==> config.mk <==
export PLATFORM = sky130hd
export DESIGN_NAME = tri_pwm_gen
export DESIGN_NICKNAME = d
export VERILOG_FILES = /design/src/rtl/tri_pwm_gen.sv
export SDC_FILE = /design/constraint.sdc
export NUM_CORES = 1
export LEC_CHECK = 0
export ABC_AREA = 0
export BUFFER_PORTS_ARGS = -buffer_cell sky130_fd_sc_hd__buf_2
export CAP_MARGIN = 0
export CORE_MARGIN = 4
export CORE_UTILIZATION = 50
export CTS_CLUSTER_DIAMETER = 80
export DETAILED_ROUTE_END_ITERATION = 10
export PLACE_DENSITY_LB_ADDON = 0.3
export REMOVE_ABC_BUFFERS = 1
export SLEW_MARGIN = 20
export SYNTH_ARGS = -nofsm -noshare
export SYNTH_HDL_FRONTEND = slang
export SYNTH_SLANG_ARGS = --single-unit
==> constraint.sdc <==
create_clock -name clk -period 7.2 [get_ports clk]
set_input_delay 0.36 -clock clk [delete_from_list [all_inputs] [get_ports clk]]
set_output_delay 0.36 -clock clk [all_outputs]
set_load 0.005 [all_outputs]
==> src/rtl/tri_pwm_gen.sv <==
module tri_pwm_gen #(
  parameter int CW  = 16,
  parameter int PH  = 3,
  parameter int SKW = 3
) (
  input  logic                  clk,
  input  logic                  rst_n,
  input  logic [CW-1:0]         period,
  input  logic [CW-1:0]         deadtime,
  input  logic [PH-1:0][CW-1:0] duty,
  input  logic [SKW-1:0]        skip,
  input  logic [CW-1:0]         adc_delay,
  output logic [CW-1:0]         carrier,
  output logic [PH-1:0]         hi,
  output logic [PH-1:0]         lo,
  output logic                  crest_irq,
  output logic                  trough_irq,
  output logic                  adc_start
);

  localparam logic [CW-1:0] AGE_MAX = '1;

  logic [CW-1:0]         cnt, per_q, dly_q;
  logic                  up;
  logic [PH-1:0][CW-1:0] duty_q;
  logic [SKW-1:0]        crest_sk, trough_sk;

  wire            at_zero = (cnt == '0);
  wire [CW-1:0]   per_use = at_zero ? period : per_q;
  wire [CW-1:0]   dly_use = at_zero ? adc_delay : dly_q;
  wire [CW-1:0]   dly_eff = (dly_use > per_use) ? per_use : dly_use;
  wire            crest   = up && (per_use != '0) && (cnt >= per_use);
  wire            trough  = !up && at_zero;
  wire            load    = at_zero || crest;

  assign carrier = cnt;

  // triangle carrier
  always_ff @(posedge clk or negedge rst_n) begin
    if (!rst_n) begin
      cnt   <= '0;
      up    <= 1'b1;
      per_q <= '0;
      dly_q <= '0;
    end else begin
      per_q <= per_use;
      dly_q <= dly_use;
      if (per_use == '0) begin
        cnt <= '0;
        up  <= 1'b1;
      end else if (up) begin
        if (cnt >= per_use) begin
          cnt <= cnt - 1'b1;
          up  <= 1'b0;
        end else begin
          cnt <= cnt + 1'b1;
        end
      end else if (at_zero) begin
        cnt <= {{(CW-1){1'b0}}, 1'b1};
        up  <= 1'b1;
      end else begin
        cnt <= cnt - 1'b1;
      end
    end
  end

  // per-phase compare and dead time
  for (genvar i = 0; i < PH; i++) begin : g_phase
    wire [CW-1:0] d_use = load ? duty[i] : duty_q[i];
    wire          raw   = (d_use >= per_use) || (cnt < d_use);
    logic         raw_q, hi_q, lo_q;
    logic [CW-1:0] age;

    always_ff @(posedge clk or negedge rst_n) begin
      if (!rst_n) begin
        duty_q[i] <= '0;
        raw_q     <= 1'b0;
        age       <= '0;
        hi_q      <= 1'b0;
        lo_q      <= 1'b0;
      end else begin
        duty_q[i] <= d_use;
        raw_q     <= raw;
        if (raw != raw_q)        age <= '0;
        else if (age != AGE_MAX) age <= age + 1'b1;
        hi_q <= raw_q && (age >= deadtime);
        lo_q <= !raw_q && (age >= deadtime);
      end
    end

    assign hi[i] = hi_q;
    assign lo[i] = lo_q;
  end

  // interrupt thinning and converter trigger
  always_ff @(posedge clk or negedge rst_n) begin
    if (!rst_n) begin
      crest_sk   <= '0;
      trough_sk  <= '0;
      crest_irq  <= 1'b0;
      trough_irq <= 1'b0;
      adc_start  <= 1'b0;
    end else begin
      crest_irq  <= 1'b0;
      trough_irq <= 1'b0;
      if (crest) begin
        if (crest_sk >= skip) begin
          crest_sk  <= '0;
          crest_irq <= 1'b1;
        end else begin
          crest_sk <= crest_sk + 1'b1;
        end
      end
      if (trough) begin
        if (trough_sk >= skip) begin
          trough_sk  <= '0;
          trough_irq <= 1'b1;
        end else begin
          trough_sk <= trough_sk + 1'b1;
        end
      end
      adc_start <= (per_use != '0) && (cnt == dly_eff) && (up || at_zero);
    end
  end

endmodule

==> key figures <==
Routing
  – Via Count: roughly 10000
  – Residual DRC: 0
  – WL/cell: 19.3 µm
  – Starting DRT DRC Count: 919
  – Vias per Instance: 5.89
  – Uppermost routed layer: met4
  – Met1 wire length: roughly 15000 µm
  – Met3 WL: 2760 µm
  – First-pass iteration count of the detailed router: 6
  – Metal2 WL: 15400 µm
  – WL final: 34000 µm
  – Antenna-violating nets left: 0

Die
  – Num rows: 56
  – I/O pins: 126
  – Starting Density: 0.511
  – Die area: ~27000 µm²
  – Core footprint: ~24000 µm²
  – Die width: roughly 160 µm
  – Die height: 163 µm

Placed design
  – Detail Placement HPWL: 25300 µm
  – IO Port Bufs: 125
  – Gpl congestion: about 0.94
  – Cell area after placement: 13200 µm²
  – Pre-CTS setup slack: ~290 ps

Clocking
  – Skew-Pair Late Insertion Delay: 430 ps
  – Clk slew on worst S/H paths: 80 ps
  – Clk sinks: 163
  – Cts hold-fix bufs: 0
  – CTS tree: yes
  – Clk buf depth: 2
  – Cts bufs inserted: 17
  – Root Buffer: clkbuf_16
  – H-tree levels: 4

Timing
  – Final Hold Vio Count: 0
  – Final worst slack: 294 ps
  – Worst Skew: 16.8 ps
  – Final period util: 0.959
  – Endpoints failing setup: 0
  – Slew margin rel.: 0.350
  – RSZ-0062 raised after global routing: false
  – Final-report max-slew violation count: 0
  – Fmax: 145 MHz
  – Fin Hold WS: 48.4 ps
  – Worst-Margin Slew: roughly 950 ps
  – Fin crit period: 6910 ps

Global route
  – First-pass GRT wire length: 55100 µm
  – Total track usage: 0.260
  – Number of antenna violations at the first check in global routing: 0
  – Largest net degree at the start of global routing: 96
  – Vias in the first global route: ~11000
  – Final global-route overflow total: 0

Power and ir drop
  – Leak: a little over 7 nW
  – VDD IR max: 0.216 mV
  – Power per cell area: 422 nW/µm²
  – Pwr Total: 5.84 mW

Outcome
  – Status: finished clean

Final layout
  – Layout cell share with drive strength beyond 1: 0.169
  – Post-route design area: 13800 µm²
  – # diodes: 0
  – Synth-to-Final Area Change: 14.8%
  – Fin nets: 1710

Critical path
  – Cell count along the critical path: 26
  – Max incr delay on CP: 570 ps
  – CP Capture Point: g_phase[1].age[14]
  – Critical R2R Capture: g_phase[1].age[14]
  – Critical path fanouts, max: 25
  – Reg2reg path depth: 26
  – CP Launch Point: carrier[1]
  – Critical Path RT: 7510 ps
  – R2r setup slk: approximately 290 ps
  – Startpoint types: flop
  – Critical Path End Type: flop
  – Reg2Reg Launch Point: carrier[1]
  – CP max-delay cell: or4_1
  – Crit path buffers/inverters: 4
  – Crit path max-delay family: compound AO/OA/AOI/OAI gates
  – Crit path DAT: 7220 ps
  – Critical setup path kind: flop to flop

Synth
  – Ys Warns: 0
  – Synth Register Bits: 163
  – Main flop type after synthesis: dfrtp_1
  – Cell taking the most area after synthesis: dfrtp_1
  – Top cells by count, synth: ha_1 (176), dfrtp_1 (162), nand2_1 (119)
  – FFs w/ async S/R, synth: 1.00
  – Average cell area after synthesis: 9.35 µm²
  – Area contributors post-synth: dfrtp_1 (34%), ha_1 (18%), mux2i_1 (3.9%)
  – Most common cell in the netlist: ha_1
  – Yosys top cell area share: 0.336
  – Seq/Total Area, Yosys: 0.338
  – EDFF count, synth: 0
  – Distinct cells, synth: 71
  – Mapped Area: 12100 µm²
  – Post-Syn Instances: 1289

Run
  – Max Cap Viol: 0

Hold path
  – Worst Hold Class: input port to async pin
[cell type report]
type | count | area (µm²)
multi-input combinational | 986 | 7410
sequential | 163 | 4080
clock inverter | 13 | 150
timing repair buffer | 164 | 975
fill | 2092 | 9780
tap | 319 | 399
inverter | 101 | 379
clock buffer | 19 | 443
[how the worst min path moves through the flow]
stage	from	end	slack (ps)	cells after the start
4_1_cts	rst_n	g_phase[2].age[0]	80	1
5_1_grt	rst_n	trough_irq	110	1
6_report	rst_n	trough_irq	50	1
3_3_place_gp	g_phase[2].raw_q	g_phase[2].lo_q	450	1
3_5_place_dp	g_phase[2].raw_q	g_phase[2].lo_q	450	1
2_1_floorplan	rst_n	adc_start	60	0
[registers in the layout (all words and copies together), names as in the netlist]
| signal | cells |
|---|---|
| trough_irq | 1 |
| carrier | 16 |
| crest_irq | 1 |
| adc_start | 1 |
| duty_q | 48 |
| per_q | 16 |
| up | 1 |
| trough_sk | 3 |
| g_phase.lo_q | 3 |
| g_phase.raw_q | 3 |
| g_phase.hi_q | 3 |
| dly_q | 16 |
| g_phase.age | 48 |
| crest_sk | 3 |
[stage by stage]
| step | util | setup TNS [ps] | instances |
|---|---|---|---|
| finish | 0.586 | 0 | 1765 |
| detailed placement | 0.559 | 0 | 1732 |
| global route | 0.586 | 0 | 1765 |
| CTS | 0.585 | 0 | 1764 |
| global placement | 0.559 | 0 | 1732 |
| floorplan | - | -37980 | 1250 |
[worst reg2reg max path, stage by stage, from the launching register on]
cell,delay (ps)
dfrtp_1,380
inv_1,130
ha_1,230
or4b_4,540
or4_1,570
nand2_1,120
nand2_1,80
inv_1,230
ha_1,310
a221oi_1,300
o21ai_0,200
a221oi_2,380
nand2_1,150
o211ai_4,280
buf_12,230
mux2_2,400
ha_1,310
a21o_1,160
a21o_1,170
a21oi_1,140
nor2_1,70
a2111oi_1,410
o21ai_0,310
a211o_1,340
a21oi_4,160
buf_12,150
nor3_1,60
[power breakdown]
part | switching (mW) | internal [mW] | total [mW]
Clock | 0.414 | 0.527 | 0.941
Combinational | 2.04 | 1.39 | 3.43
Sequential | 0.217 | 1.24 | 1.46
Total | 2.67 | 3.17 | 5.84
[kinds of logic (layout without fill, tap and decap cells)]
kind of cell / after synthesis / after routing / share of synthesized area
and+or+nand+nor: 418 / 418 / 0.169
adders and majority gates: 180 / 180 / 0.186
AOI/OAI and AO/OA: 252 / 252 / 0.147
xor gates and xnor gates: 60 / 60 / 0.0436
muxes: 76 / 76 / 0.0674
buffers and inverters: 140 / 297 / 0.0482
DFF: 163 / 163 / 0.338
[cell usage in the layout (no fill, tap or decap), types with 10 or more instances in the layout]
master	synthesis	layout
clkbuf_16	0	17
nor2b_1	19	19
a21oi_1	55	55
buf_4	7	35
nor2_1	104	104
a221oi_1	11	10
nor4_1	17	17
a21o_1	48	48
xor2_1	39	39
and3_1	19	19
nor3_1	24	24
nand3_1	39	39
a211oi_1	11	10
inv_1	101	101
nand2_1	119	119
nand4_1	28	28
dfrtp_1	162	162
xnor2_1	21	21
nand2b_1	12	12
mux2_2	27	27
o21ai_0	42	41
mux2i_1	47	47
buf_2	5	124
ha_1	176	176
[what timing repair did]
item | 4_1_cts | 5_1_grt
gates resized for setup | 0 | 5
setup buffers | 0 | 1
endpoints found under the setup margin | 0 | 48
[metal layers]
metal  vias up  track usage
met1      4899        0.351
met3        88       0.0469
met2       466        0.414
li1       4944            -
met4         0        0.104
met5         -            0
Note: power is estimated with default switching activity, not from simulation.
